$ cat src/rtl/kps_pkg.sv
`timescale 1ns/1ps
package kps_pkg;
  typedef enum logic [1:0] {
    ST_IDLE,
    ST_SETTLE,
    ST_COMMIT,
    ST_WAIT
  } scan_st_e;
endpackage

$ cat src/rtl/kps_sync.sv
`timescale 1ns/1ps
// Multi-stage synchronizer for the row inputs; resets to the pulled-up level.
module kps_sync #(
  parameter int W      = 8,
  parameter int STAGES = 2
) (
  input  logic         clk,
  input  logic         rst_n,
  input  logic [W-1:0] d,
  output logic [W-1:0] q
);
  logic [W-1:0] stg [STAGES];

  always_ff @(posedge clk or negedge rst_n) begin
    if (!rst_n) begin
      for (int i = 0; i < STAGES; i++) stg[i] <= '1;
    end else begin
      stg[0] <= d;
      for (int i = 1; i < STAGES; i++) stg[i] <= stg[i-1];
    end
  end

  assign q = stg[STAGES-1];
endmodule

$ cat src/rtl/kps_tick.sv
`timescale 1ns/1ps
// Sampling-period prescaler. Restarted at each pass start, saturates at DIV-1.
module kps_tick #(
  parameter int DIV = 6_250_000
) (
  input  logic clk,
  input  logic rst_n,
  input  logic clear,
  output logic due
);
  localparam int CW = $clog2(DIV + 1);
  logic [CW-1:0] cnt;

  assign due = (cnt == CW'(DIV - 1));

  always_ff @(posedge clk or negedge rst_n) begin
    if (!rst_n)      cnt <= '0;
    else if (clear)  cnt <= '0;
    else if (!due)   cnt <= cnt + 1'b1;
  end

  // a restart always drops the period count back to its origin
  assert_restart_R9: assert property (@(posedge clk) disable iff (!rst_n)
    clear |=> !due || (DIV == 1));
endmodule

$ cat src/rtl/kps_debounce.sv
`timescale 1ns/1ps
// Per-key history: last raw sample and confirmed state for every switch.
module kps_debounce #(
  parameter int NKEY  = 80,
  parameter int IDX_W = 7
) (
  input  logic             clk,
  input  logic             rst_n,
  input  logic             upd,
  input  logic [IDX_W-1:0] sel,
  input  logic             closed,
  output logic             chg,
  output logic             quiet
);
  logic [NKEY-1:0] prev;
  logic [NKEY-1:0] conf;

  assign chg   = (closed == prev[sel]) && (closed != conf[sel]);
  assign quiet = ~|prev && ~|conf;

  always_ff @(posedge clk or negedge rst_n) begin
    if (!rst_n) begin
      prev <= '0;
      conf <= '0;
    end else if (upd) begin
      for (int k = 0; k < NKEY; k++) begin
        if (sel == IDX_W'(k)) begin
          prev[k] <= closed;
          if (closed == prev[k]) conf[k] <= closed;
        end
      end
    end
  end

  for (genvar k = 0; k < NKEY; k++) begin : g_chk
    // a confirmed press needs the previous pass to have seen it closed
    assert_press_two_R3: assert property (@(posedge clk) disable iff (!rst_n)
      $rose(conf[k]) |-> $past(prev[k]));
    // a confirmed release needs the previous pass to have seen it open
    assert_release_two_R4: assert property (@(posedge clk) disable iff (!rst_n)
      $fell(conf[k]) |-> !$past(prev[k]));
  end
endmodule

$ cat src/rtl/keypad_scanner.sv
`timescale 1ns/1ps
module keypad_scanner
  import kps_pkg::*;
#(
  parameter int ROWS     = 8,
  parameter int COLS     = 10,
  parameter int TICK_DIV = 6_250_000,
  parameter int SYNC_N   = 2
) (
  input  logic                              clk,
  input  logic                              rst_n,
  input  logic [ROWS-1:0]                   row_in,
  output logic [COLS-1:0]                   col_n,
  output logic                              ev_valid,
  input  logic                              ev_ready,
  output logic [$clog2(ROWS*COLS+1)-1:0]    ev_key,
  output logic                              ev_press
);
  localparam int NKEY   = ROWS * COLS;
  localparam int KEY_W  = $clog2(NKEY + 1);
  localparam int IDX_W  = $clog2(NKEY);
  localparam int ROW_W  = $clog2(ROWS);
  localparam int COL_W  = $clog2(COLS);
  localparam int SETTLE = SYNC_N + 1;
  localparam int SW     = $clog2(SETTLE + 1);

  scan_st_e         state;
  logic [COL_W-1:0] col_idx;
  logic [ROW_W-1:0] row_idx;
  logic [SW-1:0]    settle_cnt;
  logic [ROWS-1:0]  samp;
  logic [ROWS-1:0]  row_sync;

  logic             due, quiet, chg;
  logic             start_scan, advance, load, slot_free;
  logic             last_row, last_col, any_low;
  logic [IDX_W-1:0] sel;

  kps_sync #(.W(ROWS), .STAGES(SYNC_N)) u_sync (
    .clk(clk), .rst_n(rst_n), .d(row_in), .q(row_sync)
  );

  kps_tick #(.DIV(TICK_DIV)) u_tick (
    .clk(clk), .rst_n(rst_n), .clear(start_scan), .due(due)
  );

  kps_debounce #(.NKEY(NKEY), .IDX_W(IDX_W)) u_deb (
    .clk(clk), .rst_n(rst_n), .upd(advance), .sel(sel),
    .closed(~samp[row_idx]), .chg(chg), .quiet(quiet)
  );

  assign any_low    = ~&row_sync;
  assign sel        = IDX_W'(int'(row_idx) * COLS + int'(col_idx));
  assign last_row   = (row_idx == ROW_W'(ROWS - 1));
  assign last_col   = (col_idx == COL_W'(COLS - 1));
  assign slot_free  = !ev_valid || ev_ready;
  assign advance    = (state == ST_COMMIT) && (!chg || slot_free);
  assign load       = advance && chg;
  assign start_scan = ((state == ST_IDLE) && any_low) ||
                      ((state == ST_WAIT) && !quiet && due);

  always_comb begin
    if (state == ST_IDLE) col_n = '0;
    else                  col_n = ~(COLS'(1) << col_idx);
  end

  always_ff @(posedge clk or negedge rst_n) begin
    if (!rst_n) begin
      state      <= ST_IDLE;
      col_idx    <= '0;
      row_idx    <= '0;
      settle_cnt <= '0;
      samp       <= '1;
    end else begin
      unique case (state)
        ST_IDLE: begin
          if (start_scan) begin
            state      <= ST_SETTLE;
            col_idx    <= '0;
            settle_cnt <= '0;
          end
        end
        ST_SETTLE: begin
          if (settle_cnt == SW'(SETTLE - 1)) begin
            samp    <= row_sync;
            row_idx <= '0;
            state   <= ST_COMMIT;
          end else begin
            settle_cnt <= settle_cnt + 1'b1;
          end
        end
        ST_COMMIT: begin
          if (advance) begin
            if (!last_row) begin
              row_idx <= row_idx + 1'b1;
            end else if (!last_col) begin
              col_idx    <= col_idx + 1'b1;
              settle_cnt <= '0;
              state      <= ST_SETTLE;
            end else begin
              state <= ST_WAIT;
            end
          end
        end
        ST_WAIT: begin
          if (quiet) begin
            state <= ST_IDLE;
          end else if (start_scan) begin
            state      <= ST_SETTLE;
            col_idx    <= '0;
            settle_cnt <= '0;
          end
        end
        default: state <= ST_IDLE;
      endcase
    end
  end

  always_ff @(posedge clk or negedge rst_n) begin
    if (!rst_n) begin
      ev_valid <= 1'b0;
      ev_key   <= '0;
      ev_press <= 1'b0;
    end else if (load) begin
      ev_valid <= 1'b1;
      ev_key   <= KEY_W'(int'(row_idx) * COLS + int'(col_idx) + 1);
      ev_press <= ~samp[row_idx];
    end else if (ev_ready) begin
      ev_valid <= 1'b0;
    end
  end

  assert_one_column_R2: assert property (@(posedge clk) disable iff (!rst_n)
    (state != ST_IDLE) |-> ($countones(~col_n) == 1));

  assert_col_ascend_R2: assert property (@(posedge clk) disable iff (!rst_n)
    (state == ST_SETTLE && $past(state) == ST_COMMIT) |->
      (col_idx == COL_W'($past(col_idx) + 1'b1)));

  assert_key_range_R5: assert property (@(posedge clk) disable iff (!rst_n)
    ev_valid |-> (ev_key >= KEY_W'(1) && ev_key <= KEY_W'(NKEY)));

  assert_hold_stable_R7: assert property (@(posedge clk) disable iff (!rst_n)
    (ev_valid && !ev_ready) |=> (ev_valid && $stable(ev_key) && $stable(ev_press)));

  assert_idle_after_quiet_R8: assert property (@(posedge clk) disable iff (!rst_n)
    (state == ST_IDLE && $past(state) == ST_WAIT) |-> $past(quiet));
endmodule

$ cat config.mk
export PLATFORM = sky130hd
export DESIGN_NAME = keypad_scanner
export DESIGN_NICKNAME = d
export VERILOG_FILES = /design/src/rtl/kps_pkg.sv /design/src/rtl/kps_sync.sv /design/src/rtl/kps_tick.sv /design/src/rtl/kps_debounce.sv /design/src/rtl/keypad_scanner.sv
export SDC_FILE = /design/constraint.sdc
export NUM_CORES = 1
export LEC_CHECK = 0
export ABC_AREA = 1
export BUFFER_PORTS_ARGS = -buffer_cell sky130_fd_sc_hd__buf_2
export CAP_MARGIN = 20
export CORE_MARGIN = 1.5
export CORE_UTILIZATION = 64
export DETAILED_ROUTE_END_ITERATION = 8
export GPL_ROUTABILITY_DRIVEN = 1
export PLACE_DENSITY_LB_ADDON = 0.12
export SLEW_MARGIN = 20
export SYNTH_ARGS = -nofsm -noshare
export SYNTH_HDL_FRONTEND = slang
export SYNTH_SLANG_ARGS = --single-unit
$ cat constraint.sdc
create_clock -name clk -period 7.5 [get_ports clk]
set_input_delay 1.125 -clock clk [delete_from_list [all_inputs] [get_ports clk]]
set_output_delay 1.125 -clock clk [all_outputs]
set_load 0.01 [all_outputs]
* Word-level counts from Yosys, hierarchy flattened
Cells that the tools add are included.
** Word-level totals
- Output and inout bits :: 19
- Register bits :: 227
- Word-level logic and storage cells :: 583
** Operators by class
- Bitwise operators :: 2
- Reductions and logical operators :: 189
- $add $sub $neg :: 6
- Magnitude comparators :: 2
- Multiplexer cells :: 35
- Shifts and indexed selects :: 1
- Equal/unequal tests :: 176
- Multiply operators :: 1
** Operator list (number)
- AND reduction 3 bit :: 81
- == test 7 x 6 -> 1 bit (second input constant) :: 32
- AND reduction 2 bit :: 81
- OR reduction 80 bit :: 2
- == test 7 x 5 -> 1 bit (second input constant) :: 16
- == test 7 bit (second input constant) :: 16
- == test 1 bit :: 81
- == test 7 x 4 -> 1 bit (second input constant) :: 8
- two-way mux 23 bit :: 2
- == test 7 x 3 -> 1 bit (second input constant) :: 4
- two-way mux 2 bit :: 12
- adder 23 x 1 -> 23 bit (second input constant) :: 1
- == test 23 bit (second input constant) :: 1
- two-way mux 4 bit :: 5
- case mux 2 bit (4 select lines) :: 2
- binary-select mux 1 bit (select 7 bit) :: 2
- == test 7 x 2 -> 1 bit (second input constant) :: 2
- inequality test 2 bit (second input constant) :: 7
- case mux 4 bit (3 select lines) :: 1
- two-way mux 10 bit :: 1
- NOT 10 bit :: 1
- AND reduction 5 bit :: 2
- left shift 1 x 4 -> 10 bit (first input constant) :: 1
- two-way mux 3 bit :: 3
- other kinds (28) :: 48

* Depth between registers and ports, before layout
- Word-level depth :: 11
- Mapped depth :: 23
- Mapped depth without buffers :: 21

* Cells and area by module
Synthesis repeated with hierarchy kept, for this count alone.
** Second synthesis, totals
- Cell total of the unflattened synthesis :: 1686
- Area, all modules :: 12533.3 µm²
** By module, submodules not included
- kps_debounce :: cells each 1206, area each 8703.3 µm², times used 1, sequential area each 4003.8 µm²
- keypad_scanner :: cells each 242, area each 1911.8 µm², times used 1, sequential area each 710.7 µm²
- kps_tick :: cells each 214, area each 1437.6 µm², times used 1, sequential area each 575.6 µm²
- kps_sync :: cells each 24, area each 480.5 µm², times used 1, sequential area each 420.4 µm²

* Worst setup path before layout
OpenSTA, ideal clock, no wires.
- Kind :: register to register
- Start point :: register row_idx[0]
- End point :: register u_deb.conf[66]
- Period minus slack after synthesis :: 3.068 ns
- Stages on the path, launching flop included :: 21
- Arrival :: 2.950 ns
- Slack :: 4.432 ns
- Cells stage by stage :: dfrtp_1 -> ha_1 -> fa_1 -> inv_1 -> a21oi_1 -> buf_2 -> nand2_1 -> nand2_1 -> nor2_1 -> nor2_1 -> nor2_1 -> nand3_1 -> nand3_1 -> nand2_1 -> nand3_2 -> nand2_2 -> inv_2 -> buf_6 -> buf_4 -> nand3b_1 -> nand2_1
** Between the ends
- Cells in the longest elaborated chain, start to end :: 10
- Elaborated cells between the ends (all ways) :: 18
- Those cells by class :: 1 x add/sub; 1 x mul; 4 x eq/ne; 6 x mux; 1 x bitwise; 5 x reduce/logical
** Ends and longest elaborated chain
- from (decl) :: RTL line keypad_scanner.sv:29 : logic [ROW_W-1:0] row_idx;
- from (signal assigned) :: RTL line keypad_scanner.sv:95 : row_idx <= row_idx + 1'b1;
- multiplier 3 x 3 -> 6 bit :: RTL line keypad_scanner.sv:53 : assign sel = IDX_W'(int'(row_idx) * COLS + int'(col_idx));
- adder 7 x 4 -> 7 bit :: RTL line keypad_scanner.sv:53
- binary-select mux 1 bit (select 7 bit) :: RTL line kps_debounce.sv:18 : assign chg = (closed == prev[sel]) && (closed != conf[sel]);
- two-way mux 1 bit (not written as such) :: RTL line kps_debounce.sv:18
- == test 1 bit or inequality test 1 bit (tied branches) :: RTL line kps_debounce.sv:18
- logical AND 1 bit :: RTL line kps_debounce.sv:18
- logical NOT 1 bit :: RTL line keypad_scanner.sv:57 : assign advance = (state == ST_COMMIT) && (!chg || slot_free);
- logical OR 1 bit :: RTL line keypad_scanner.sv:57
- logical AND 1 bit :: RTL line keypad_scanner.sv:57
- AND reduction 3 bit (no source line)
- to (signal, indexed assignment) :: RTL line kps_debounce.sv:29 : if (closed == prev[k]) conf[k] <= closed;
- to (decl) :: RTL line kps_debounce.sv:16 : logic [NKEY-1:0] conf;
Parallel ways exist; a longest one is shown, timed or not. The select of a mux whose other input is x is not followed.
A chain may end at the register's enable or synchronous reset.

* Worst setup path in the final report
- Start point :: register row_idx[0]
- End point :: register u_deb.prev[15]
** Between the ends
- Cells in the longest elaborated chain, start to end :: 10
- Elaborated cells between the ends (all ways) :: 17
- Those cells by class :: 1 x add/sub; 1 x mul; 3 x eq/ne; 6 x mux; 1 x bitwise; 5 x reduce/logical
** Ends and longest elaborated chain
- multiplier 3 x 3 -> 6 bit :: RTL line keypad_scanner.sv:53
- adder 7 x 4 -> 7 bit :: RTL line keypad_scanner.sv:53
- binary-select mux 1 bit (select 7 bit) :: RTL line kps_debounce.sv:18
- two-way mux 1 bit (not written as such) :: RTL line kps_debounce.sv:18
- == test 1 bit or inequality test 1 bit (tied branches) :: RTL line kps_debounce.sv:18
- logical AND 1 bit :: RTL line kps_debounce.sv:18
- logical NOT 1 bit :: RTL line keypad_scanner.sv:57
- logical OR 1 bit :: RTL line keypad_scanner.sv:57
- logical AND 1 bit :: RTL line keypad_scanner.sv:57
- AND reduction 2 bit (no source line)
- to (signal, indexed assignment) :: RTL line kps_debounce.sv:28 : prev[k] <= closed;
- to (decl) :: RTL line kps_debounce.sv:15 : logic [NKEY-1:0] prev;
Parallel ways exist; a longest one is shown, timed or not. The select of a mux whose other input is x is not followed.

==> reports/results.txt <==
clock skew: 0.00989 ns
hpwl dp: 25700 um
Setup TNS Final: 0 ns
Reg clk slew, reported paths: 0.06 ns
Sw Share: 49.3%
Fin. Hold Viols: 0
Final WS setup: 2.72 ns
Worst setup SP type: flop
# port buffers: 29
GRT Overall Usage: 35.9%
Gates resized, CTS repair: 0
Top Ports: 30
first-pass GRT wire length: 65400 um
Seq pwr share: 28.9%
cell area after layout: 15100 um2
Die Span Y: 152 um
DRT Wirelength: 40400 um
CTS tree: yes
Post-synth EDFFs: 0
PwrDens: 397 nW/um2
layout cell share with drive strength beyond 1: 7.18%
Setup Viol. Count Final: 0
mapped cell area: 14100 um2
DR WL/cell: 17.5 um
Internal Power: 3.05 mW
Worst Setup End Kind: flop
WS Path Type: reg2reg
initial core utilization: 64.9%
status: finished clean
core area: 21800 um2
net load switching power: 2.96 mW
Leak: 7.33 nW
post-place setup slack: 2.68 ns
largest net degree at the start of global routing: 122
Tcrit/Tclk final: 63.7%
FILL cells: 1845
max_slew headroom: 24.5%
DRT Pass-1 Iters: 6
TritonCTS Buffers: 26
GPL Wtd Cong: 0.962
routed vias/inst: 6.03
Peak VDD IR: 339 uV
DRC Markers: 0
Slew Viols, Final: 0
Congestion Overflow GR: 0
Hold Buf Count CTS: 0
post-synth top area share: 36.0%
via count: 14000
reg-to-reg setup timing slack: 2.72 ns
diode count: 0
Reg area: 5710 um2
post-synthesis async set-or-reset flop share: 100%
initial antenna violation count: 1
WL met2: 18100 um
maximum clock insertion buffer count: 3
# rows: 54
Final min period: 4.78 ns
Critical Path AT: 5.20 ns
setup bufs post-CTS: 0
Post-synth top flop: dfrtp_1
Synth cell types: 43
met1 WL: 17100 um
FMAX: 209 MHz
post-route ant nets: 0
synth-to-layout area growth: 7.33%
most instantiated cells after synthesis: nand2_1 (705), nor2_1 (256), nand3_1 (205)
Seq cells post-synth: 227
H-tree Lvls: 1
crit-path max FO: 121
Post-Synthesis Cells: 2049
Max Cap Viol: 0
register area share after synthesis: 40.5%
nets@finish: 2045
number of global-route vias before repair: 13000
die area: 23000 um2
Synth Net Count: 2081
Skew-Pair Late Insertion Delay: 0.54 ns
number of placed cells counting well taps: 2265
count leader, synth: nand2_1
number of DRC markers in iteration 0: 1377
final std cells w/o fill: 2313
top area cells in the synthesized netlist: dfrtp_1 (36%), nand2_1 (19%), nand3_1 (7.3%), nor2_1 (6.8%), dfstp_2 (4.5%)
Clock Root Buffer: clkbuf_16
RSZ-0062 raised after global routing: false
Synth Warn #: 0
Clock Sinks: 227
critical path data required time: 7.92 ns
Die X: 152 um
met3 wire len: 3630 um
Slew @ Worst Pin: 1.13 ns
Synth area leader: dfrtp_1
worst hold path type: reg2reg
clock power share: 22.0%
Placed Area: 14200 um2
multi-input logic area: 7360 um2
Comb pwr share: 49.2%
uppermost layer routed: met4
Avg Cell Area, Syn: 6.89 um2
[sequential cells by signal, summed over array words and instances (netlist names), 3 cells and up]
| signal | count |
|---|---|
| u_deb.conf | 80 |
| u_deb.prev | 80 |
| u_tick.cnt | 23 |
| samp | 8 |
| u_sync.q | 8 |
| u_sync.stg | 8 |
| ev_key | 7 |
| col_idx | 4 |
| row_idx | 3 |
[routing by layer]
metal / up-vias / GRT usage (%)
met4: 0 / 16.3
met2: 710 / 56.3
met3: 117 / 6.95
met5: - / 0
li1: 6578 / -
met1: 6548 / 48.4
[worst paths after layout]
| kind | cells after the start | to | start |
|---|---|---|---|
| worst max-delay path | 18 | u_deb.prev[15] | row_idx[0] |
| worst min-delay path | 0 | u_sync.q[6] | u_sync.stg[14] |
| worst max register to register | 18 | u_deb.prev[15] | row_idx[0] |
| worst min register to register | 0 | u_sync.q[6] | u_sync.stg[14] |
| max in group asynchronous | 2 | col_idx[0] | rst_n |
| min in group asynchronous | 1 | u_deb.conf[21] | rst_n |
[layout by cell type (no fill, tap or decap), types with 2 or more instances in the layout]
cell	instances
o22ai_1	2
o21ai_0	76
clkbuf_1	3
inv_6	2
o211ai_1	2
clkinv_2	6
nor3_1	21
nor3b_1	4
nand3b_1	36
nand4_1	98
dfrtp_1	202
nand2_1	704
clkbuf_8	7
inv_2	5
a31oi_1	5
xnor2_1	2
o21bai_1	2
clkinv_1	3
buf_4	12
inv_1	143
o21ai_1	4
clkbuf_16	27
dfstp_2	24
mux2_2	8
nor2_1	255
nand3_1	205
a211oi_1	2
buf_2	28
nor4_1	26
nand2_2	3
mux2i_1	2
or2_2	12
ha_1	20
bufinv_16	2
xor2_1	40
a21oi_1	24
[layout make-up]
type                       instances  area share (%)
multi-input combinational       1565            48.6
sequential                       227            37.7
clock buffer                      37            5.17
inverter                         152            3.80
tap                              280            2.31
timing repair buffer              41            1.62
clock inverter                    11           0.760
[through the flow]
step	util [%]	power (mW)	hold WS, ns
6_report	69.6	6.02	0.354
4_1_cts	69.6	5.93	0.355
5_1_grt	69.6	6.40	0.357
3_3_place_gp	65.5	4.53	0.346
3_5_place_dp	65.5	4.59	0.347
2_1_floorplan	-	3.82	0.345
[power by group through the flow]
stage | Clock [mW] | Combinational, mW | Sequential, mW
5_1_grt | 1.38 | 3.25 | 1.76
3_3_place_gp | 0 | 2.79 | 1.74
4_1_cts | 1.33 | 2.87 | 1.73
3_5_place_dp | 0 | 2.85 | 1.74
6_report | 1.32 | 2.96 | 1.74
2_1_floorplan | 0 | 2.17 | 1.65
[logic make-up after synthesis]
logic type,share of synthesized area (%)
adders and majority gates,1.91
and+or+nand+nor,42.0
muxes,0.780
xor gates and xnor gates,2.72
AOI/OAI and AO/OA,4.68
buffers and inverters,7.46
DFF,40.5
[critical path, stage by stage (launching register included)]
cell	delay, ns
dfrtp_1	0.49
ha_1	0.27
fa_1	0.63
inv_1	0.09
nor2_1	0.70
nand2_1	0.19
nand4_1	0.25
nand2_1	0.07
nand3_1	0.11
nor2_1	0.06
nor2_1	0.11
nand2_1	0.11
nand3_2	0.09
nand2_2	0.08
inv_6	0.58
buf_4	0.56
nand2_1	0.11
nand2_1	0.09
nand2_1	0.04
Power figures use the tool's default switching activity.
